**src/rtl/mis_pkg.sv**
```systemverilog
package mis_pkg;
  typedef enum logic [1:0] {
    POL_INORDER  = 2'd0,
    POL_LD_FREE  = 2'd1,
    POL_WAIT_ADR = 2'd2,
    POL_SPEC     = 2'd3
  } policy_e;

  localparam int unsigned F_VLD = 0;
  localparam int unsigned F_ST  = 1;
  localparam int unsigned F_ADR = 2;
  localparam int unsigned F_DAT = 3;
  localparam int unsigned F_ISS = 4;
  localparam int unsigned N_FLD = 5;
endpackage

```
**src/rtl/mis_rotate.sv**
```systemverilog
module mis_rotate #(
  parameter int unsigned DEPTH = 8,
  localparam int unsigned IDX_W = $clog2(DEPTH)
) (
  input  logic [DEPTH-1:0] phys_i,
  input  logic [IDX_W-1:0] head_i,
  output logic [DEPTH-1:0] age_o
);
  // age_o[k] is the slot k places behind the head
  for (genvar k = 0; k < DEPTH; k++) begin : g_rot
    logic [IDX_W-1:0] src;
    assign src      = IDX_W'(k) + head_i;
    assign age_o[k] = phys_i[src];
  end
endmodule

```
**src/rtl/mis_elig.sv**
```systemverilog
module mis_elig
  import mis_pkg::*;
#(
  parameter int unsigned DEPTH = 8
) (
  input  policy_e          mode_i,
  input  logic [DEPTH-1:0] vld_i,
  input  logic [DEPTH-1:0] st_i,
  input  logic [DEPTH-1:0] adr_i,
  input  logic [DEPTH-1:0] dat_i,
  input  logic [DEPTH-1:0] iss_i,
  output logic [DEPTH-1:0] elig_o
);
  logic pend_any, pend_st, pend_st_noadr, live, ld_ok, st_ok;

  always_comb begin
    pend_any      = 1'b0;
    pend_st       = 1'b0;
    pend_st_noadr = 1'b0;
    elig_o        = '0;
    live          = 1'b0;
    ld_ok         = 1'b0;
    st_ok         = 1'b0;
    for (int k = 0; k < DEPTH; k++) begin
      live = vld_i[k] & ~iss_i[k];
      unique case (mode_i)
        POL_INORDER:  ld_ok = ~pend_any;
        POL_LD_FREE:  ld_ok = ~pend_st;
        POL_WAIT_ADR: ld_ok = ~pend_st_noadr;
        default:      ld_ok = 1'b1;
      endcase
      st_ok     = dat_i[k] & ~pend_any;
      elig_o[k] = live & adr_i[k] & (st_i[k] ? st_ok : ld_ok);
      pend_any      = pend_any | live;
      pend_st       = pend_st | (live & st_i[k]);
      pend_st_noadr = pend_st_noadr | (live & st_i[k] & ~adr_i[k]);
    end
  end
endmodule

```
**src/rtl/mis_prio.sv**
```systemverilog
module mis_prio #(
  parameter int unsigned DEPTH = 8,
  localparam int unsigned IDX_W = $clog2(DEPTH)
) (
  input  logic [DEPTH-1:0] req_i,
  output logic             found_o,
  output logic [IDX_W-1:0] idx_o
);
  always_comb begin
    found_o = |req_i;
    idx_o   = '0;
    for (int k = DEPTH - 1; k >= 0; k--) begin
      if (req_i[k]) idx_o = IDX_W'(k);
    end
  end
endmodule

```
**src/rtl/mem_issue_sel.sv**
```systemverilog
module mem_issue_sel
  import mis_pkg::*;
#(
  parameter int unsigned DEPTH = 8,
  localparam int unsigned IDX_W = $clog2(DEPTH)
) (
  input  logic             clk_i,
  input  logic             rst_ni,
  input  logic [1:0]       mode_i,
  input  logic [IDX_W-1:0] head_i,
  input  logic [DEPTH-1:0] valid_i,
  input  logic [DEPTH-1:0] is_store_i,
  input  logic [DEPTH-1:0] addr_rdy_i,
  input  logic [DEPTH-1:0] data_rdy_i,
  output logic             gnt_valid_o,
  output logic [IDX_W-1:0] gnt_idx_o
);
  logic [DEPTH-1:0]              issued_q;
  logic [N_FLD-1:0][DEPTH-1:0]   phys_fld, age_fld;
  logic [DEPTH-1:0]              elig_age;
  logic                          found;
  logic [IDX_W-1:0]              age_idx;
  policy_e                       mode;

  assign mode = policy_e'(mode_i);

  assign phys_fld[F_VLD] = valid_i;
  assign phys_fld[F_ST]  = is_store_i;
  assign phys_fld[F_ADR] = addr_rdy_i;
  assign phys_fld[F_DAT] = data_rdy_i;
  assign phys_fld[F_ISS] = issued_q;

  for (genvar f = 0; f < N_FLD; f++) begin : g_fld
    mis_rotate #(.DEPTH(DEPTH)) u_rot (
      .phys_i (phys_fld[f]),
      .head_i (head_i),
      .age_o  (age_fld[f])
    );
  end

  mis_elig #(.DEPTH(DEPTH)) u_elig (
    .mode_i (mode),
    .vld_i  (age_fld[F_VLD]),
    .st_i   (age_fld[F_ST]),
    .adr_i  (age_fld[F_ADR]),
    .dat_i  (age_fld[F_DAT]),
    .iss_i  (age_fld[F_ISS]),
    .elig_o (elig_age)
  );

  mis_prio #(.DEPTH(DEPTH)) u_prio (
    .req_i   (elig_age),
    .found_o (found),
    .idx_o   (age_idx)
  );

  assign gnt_valid_o = found;
  assign gnt_idx_o   = age_idx + head_i;

  always_ff @(posedge clk_i or negedge rst_ni) begin
    if (!rst_ni) begin
      issued_q <= '0;
    end else begin
      for (int i = 0; i < DEPTH; i++) begin
        issued_q[i] <= valid_i[i] &
                       (issued_q[i] | (found && gnt_idx_o == IDX_W'(i)));
      end
    end
  end
endmodule

```
**config.mk**
```make
export PLATFORM = sky130hd
export DESIGN_NAME = mem_issue_sel
export DESIGN_NICKNAME = d
export VERILOG_FILES = /design/src/rtl/mis_pkg.sv /design/src/rtl/mis_rotate.sv /design/src/rtl/mis_elig.sv /design/src/rtl/mis_prio.sv /design/src/rtl/mem_issue_sel.sv
export SDC_FILE = /design/constraint.sdc
export NUM_CORES = 1
export LEC_CHECK = 0
export BUFFER_PORTS_ARGS = -buffer_cell sky130_fd_sc_hd__buf_2
export CAP_MARGIN = 25
export CORE_MARGIN = 4
export CORE_UTILIZATION = 55
export CTS_BUF_LIST = sky130_fd_sc_hd__clkbuf_8
export DETAILED_ROUTE_END_ITERATION = 10
export PLACE_DENSITY = 0.8
export SKIP_CTS_REPAIR_TIMING = 1
export SYNTH_ARGS = -nofsm -noshare
export SYNTH_HDL_FRONTEND = slang
export SYNTH_HIERARCHICAL = 1
export SYNTH_SLANG_ARGS = --single-unit
```
**constraint.sdc**
```tcl
create_clock -name clk_i -period 8.1 [get_ports clk_i]
set_input_delay 2.025 -clock clk_i [delete_from_list [all_inputs] [get_ports clk_i]]
set_output_delay 2.025 -clock clk_i [all_outputs]
set_load 0.005 [all_outputs]
```
# Yosys cells after proc, flatten, opt, wreduce, memory -nomap -nowiden
# Cells that the tools add are included.
[totals]
regBits = 8
input_bits = 39
out_inout_bits = 4
[classes]
addsub = 8
n_lt_le_gt_ge = 8
n_eq_ne = 9
mux = 103
bitwise = 115
reduce_logical = 11
[ops]
columns = ["op", "count"]
rows = [
  ["1-bit binary-select mux with 3-bit select", 40],
  ["1-bit bitwise AND", 53],
  ["1-bit two-way mux", 48],
  ["1-bit NOT", 36],
  ["3-bit by 4-bit less-than comparator with 1-bit output (second input constant)", 8],
  ["1-bit OR", 26],
  ["3-bit two-way mux", 8],
  ["1-bit one-hot mux with 3 select lines", 7],
  ["3-bit adder (first input constant)", 4],
  ["3-bit == test (second input constant)", 4],
  ["1-bit logical AND", 8],
  ["8-bit OR reduction", 1],
  ["2-bit by 3-bit adder with 3-bit output (first input constant)", 2],
  ["3-bit by 2-bit == test with 1-bit output (second input constant)", 2],
  ["1-bit by 3-bit adder with 3-bit output (first input constant)", 1],
  ["3-bit adder", 1],
  ["3-bit by 1-bit == test with 1-bit output (second input constant)", 1],
  ["3-bit logical NOT", 1],
  ["2-bit by 1-bit == test with 1-bit output (second input constant)", 1],
  ["2-bit == test (second input constant)", 1],
  ["2-bit logical NOT", 1],
]

# Longest topological paths before layout
[logic_depth]
ltp_word = 30
depth_mapped = 21

# By module
# The synthesis kept the hierarchy.
[modules_own_cells]
columns = ["module", "n_inst", "cells_per_inst", "area_per_inst_um2"]
rows = [
  ["mis_rotate", 5, 37, 432.9],
  ["mis_elig", 1, 79, 531.8],
  ["mem_issue_sel", 1, 38, 414.1],
  ["mis_prio", 1, 13, 81.3],
]

# Worst setup path after synthesis
# OpenSTA, ideal clock, no wires.
[synth_path]
path_kind = "input -> output"
from = "input head_i[0]"
to = "output gnt_idx_o[2]"
t_arrival_ps = 6256
required_time_ps = 6075
setup_slack_ps = -181
stages = 18
path_cell_list = "buf_2 > inv_1 > ha_1 > buf_6 > mux4_1 > mux2_2 > nor2b_4 > or4_4 > nor4_4 > a221oi_2 > a211oi_2 > a21oi_1 > o41ai_1 > ha_1 > inv_1 > fa_1 > xor3_2 > inv_2"
[synth_rtl]
columns = ["item", "line", "source"]
rows = [
  ["from (decl)", "mem_issue_sel.sv:10", "input logic [IDX_W-1:0] head_i,"],
  ["to (decl)", "mem_issue_sel.sv:16", "output logic [IDX_W-1:0] gnt_idx_o"],
]

==> run metrics <==
First-pass DRT Iterations=4; critical path class=primary input to primary output; clk_lat worst skew=0.23 ns; GP Congestion=0.964; DRT iter0 DRCs=265; count leader, synth=mux2_2; slowest stage delay, CP=0.41 ns; Fin. Hold Viols=0; Top FF cell, synth=dfrtp_1; CTS clk-pin slew, worst paths=0.04 ns; initial antenna violation count=0; largest net degree at the start of global routing=27; Yosys cell types=60; top flop regs=issued_q (8); measured slew at the worst slew-check pin=0.624 ns; EDFF count, synth=0; Yosys reg bits=8; post-place setup slack=-0.251 ns; HPWL Detailed=6820 µm; Placed Area=3670 µm²; post-synthesis cell area=3190 µm²; Site Rows=27; Post-synth ARST share=1.00; DIE AREA=7090 µm²; status=finished, violations left; PortBufs=42; share of cells above drive strength 1=0.541; Slew Viols, Final=0; VDD IR max=0.206 mV; area of the multi-input gates=2890 µm²; Syn Nets=366; RSZ-0062 raised after global routing=yes; final std cells w/o fill=462; violated checks=setup timing; Synth area leader=mux2_2; Chip Width=84.2 µm; Worst Setup End Kind=primary output; Die Y=84.2 µm; final cycle utilization of the critical path=1.00; fmax=123 MHz; Initial Util=0.573; Layout area overhead=22.5%; number of vias per cell=6.62; Cells after Synth=315; CTS sink cnt=8; Inst Count DP=456; Arrival @ worst endpoint=6.09 ns; Root Driver=clkbuf_8; crit path max fanout=7; Max Root-Sink Buffers=2; final hold slack=0.576 ns; drt wl/cell=19.2 µm; slowest stage cell on the critical path=ha_2; data required time at the worst endpoint=6.08 ns; CP Launch Type=primary input; Antenna Cells=0; synth top area cells=mux2_2, mux4_2, mux4_1, dfrtp_1, ha_1; Hold Path Class=flip-flop to flip-flop; Final nets=443; grt ovf=0; static leakage power=1.66 nW; Max Cap Viol=0; detailed-route via count=3,059; Power Total=0.622 mW; Commonest cells post-synth=mux2_2, inv_1, mux4_2; slack of the critical path=-0.0133 ns; # DRC=0; CTS tree=built; CTS buffer count=3; clk_skew=0.000799 ns; Biggest register=issued_q; Yosys top cell area share=0.176; final core occ=0.701; CP cell instances=clkbuf_4 > inv_1 > ha_2 > mux2_2 > nor3_1 > a221oi_2 > nand3b_1 > o221ai_4 > buf_4 > o32ai_1 > nor4_1 > nor2_1 > buf_4 > nor2_1 > o21ai_0 > a21boi_0 > inv_1 > fa_1 > xor3_2 > inv_2 > buf_2; Avg Inst Size Synth=10.1 µm²; setup TNS=-0.0133 ns; # fillers=427; sequential area share after synthesis=0.0627; # setup viols final=1; first-pass GRT wire length=13,900 µm; GRT Util Overall=0.234; power per cell area=159 nW/µm²; Post-DRT Antenna Nets=0; H-tree Lvls=1; max_slew headroom=0.584; min cycle time layout=8.11 ns; vias in the first global route=2,910; Detailed Route WL=8890 µm; I/O pins=43; Reg area=200 µm²; synth warn=6; cell area after layout=3910 µm²; max reg flops=8; core area=5570 µm²
-- cells in the final DEF (no fill, tap or decap), types with 3 or more instances in the layout --
| cell | synthesis | routed |
|---|---|---|
| nand4_1 | 3 | 3 |
| nand3_1 | 5 | 5 |
| nand2b_1 | 3 | 3 |
| dfrtp_1 | 8 | 8 |
| a211oi_1 | 6 | 3 |
| ha_1 | 11 | 6 |
| mux2_1 | 5 | 5 |
| mux2_2 | 50 | 49 |
| nand3b_1 | 5 | 5 |
| a211oi_2 | 1 | 4 |
| nor2b_1 | 8 | 7 |
| a221oi_2 | 1 | 7 |
| nand4b_1 | 4 | 4 |
| ha_2 | 0 | 3 |
| a21oi_1 | 6 | 5 |
| o21ai_0 | 8 | 8 |
| nor2_1 | 8 | 8 |
| nor3_1 | 13 | 13 |
| mux4_2 | 20 | 23 |
| nand2_1 | 13 | 13 |
| buf_2 | 5 | 40 |
| mux4_1 | 10 | 7 |
| a221oi_1 | 13 | 7 |
| clkbuf_8 | 0 | 3 |
| buf_4 | 5 | 50 |
| inv_2 | 1 | 3 |
| xnor2_1 | 5 | 3 |
| and2b_2 | 5 | 5 |
| inv_1 | 21 | 19 |
| o21ai_1 | 3 | 3 |
| xor2_1 | 15 | 14 |
| mux2i_1 | 10 | 10 |
-- routing by layer --
layer | vias to the layer above | part of all wire | track usage
li1 | 1401 | - | -
met5 | - | 0 | 0
met2 | 133 | 0.49 | 0.397
met3 | 13 | 0.072 | 0.0324
met1 | 1512 | 0.42 | 0.315
met4 | 0 | 0.015 | 0.0599
-- critical path, delay by kind of cell --
kind,cells,cell delay (ns)
xor gates and xnor gates,1,0.26
muxes,1,0.38
and+or+nand+nor,5,0.95
buffers and inverters,7,0.79
AOI/OAI and AO/OA,5,0.86
adders and majority gates,2,0.81
-- final cells by class --
class                      instances  area share
multi-input combinational        265       0.740
timing repair buffer              92       0.154
sequential                         8      0.0512
tap                               72      0.0230
inverter                          22      0.0211
clock buffer                       3      0.0106
-- power by group --
group	total (mW)	internal [mW]	leakage [nW]	switching, mW
combinational	0.501	0.255	1.53	0.246
sequential	0.0731	0.0538	0.110	0.0192
clock	0.0480	0.0322	0.0216	0.0158
total	0.622	0.341	1.66	0.281
-- path summary, 6_finish.rpt --
kind | endpoint | cells past startpoint | start | slack [ns]
hold reg to reg | issued_q[5] | 2 | issued_q[5] | 0.58
setup / recovery | gnt_idx_o[2] | 21 | head_i[0] | -0.01
hold / removal | issued_q[5] | 2 | issued_q[5] | 0.58
min in group asynchronous | issued_q[1] | 1 | rst_ni | 1.62
setup reg to reg | issued_q[2] | 18 | issued_q[2] | 3.73
max in group asynchronous | issued_q[7] | 1 | rst_ni | 6.32
-- cell families (layout without fill, tap and decap cells) --
| family | Yosys count | in the layout | synth area share |
|---|---|---|---|
| flip-flops | 8 | 8 | 0.0627 |
| adder cells (fa/ha/maj) | 12 | 12 | 0.0494 |
| AND/OR/NAND/NOR | 81 | 81 | 0.161 |
| XOR/XNOR | 21 | 21 | 0.0627 |
| multiplexers | 95 | 95 | 0.449 |
| buffers and inverters | 42 | 117 | 0.0808 |
| AO/OA/AOI/OAI | 56 | 56 | 0.134 |
(Power assumes the default switching activity.)
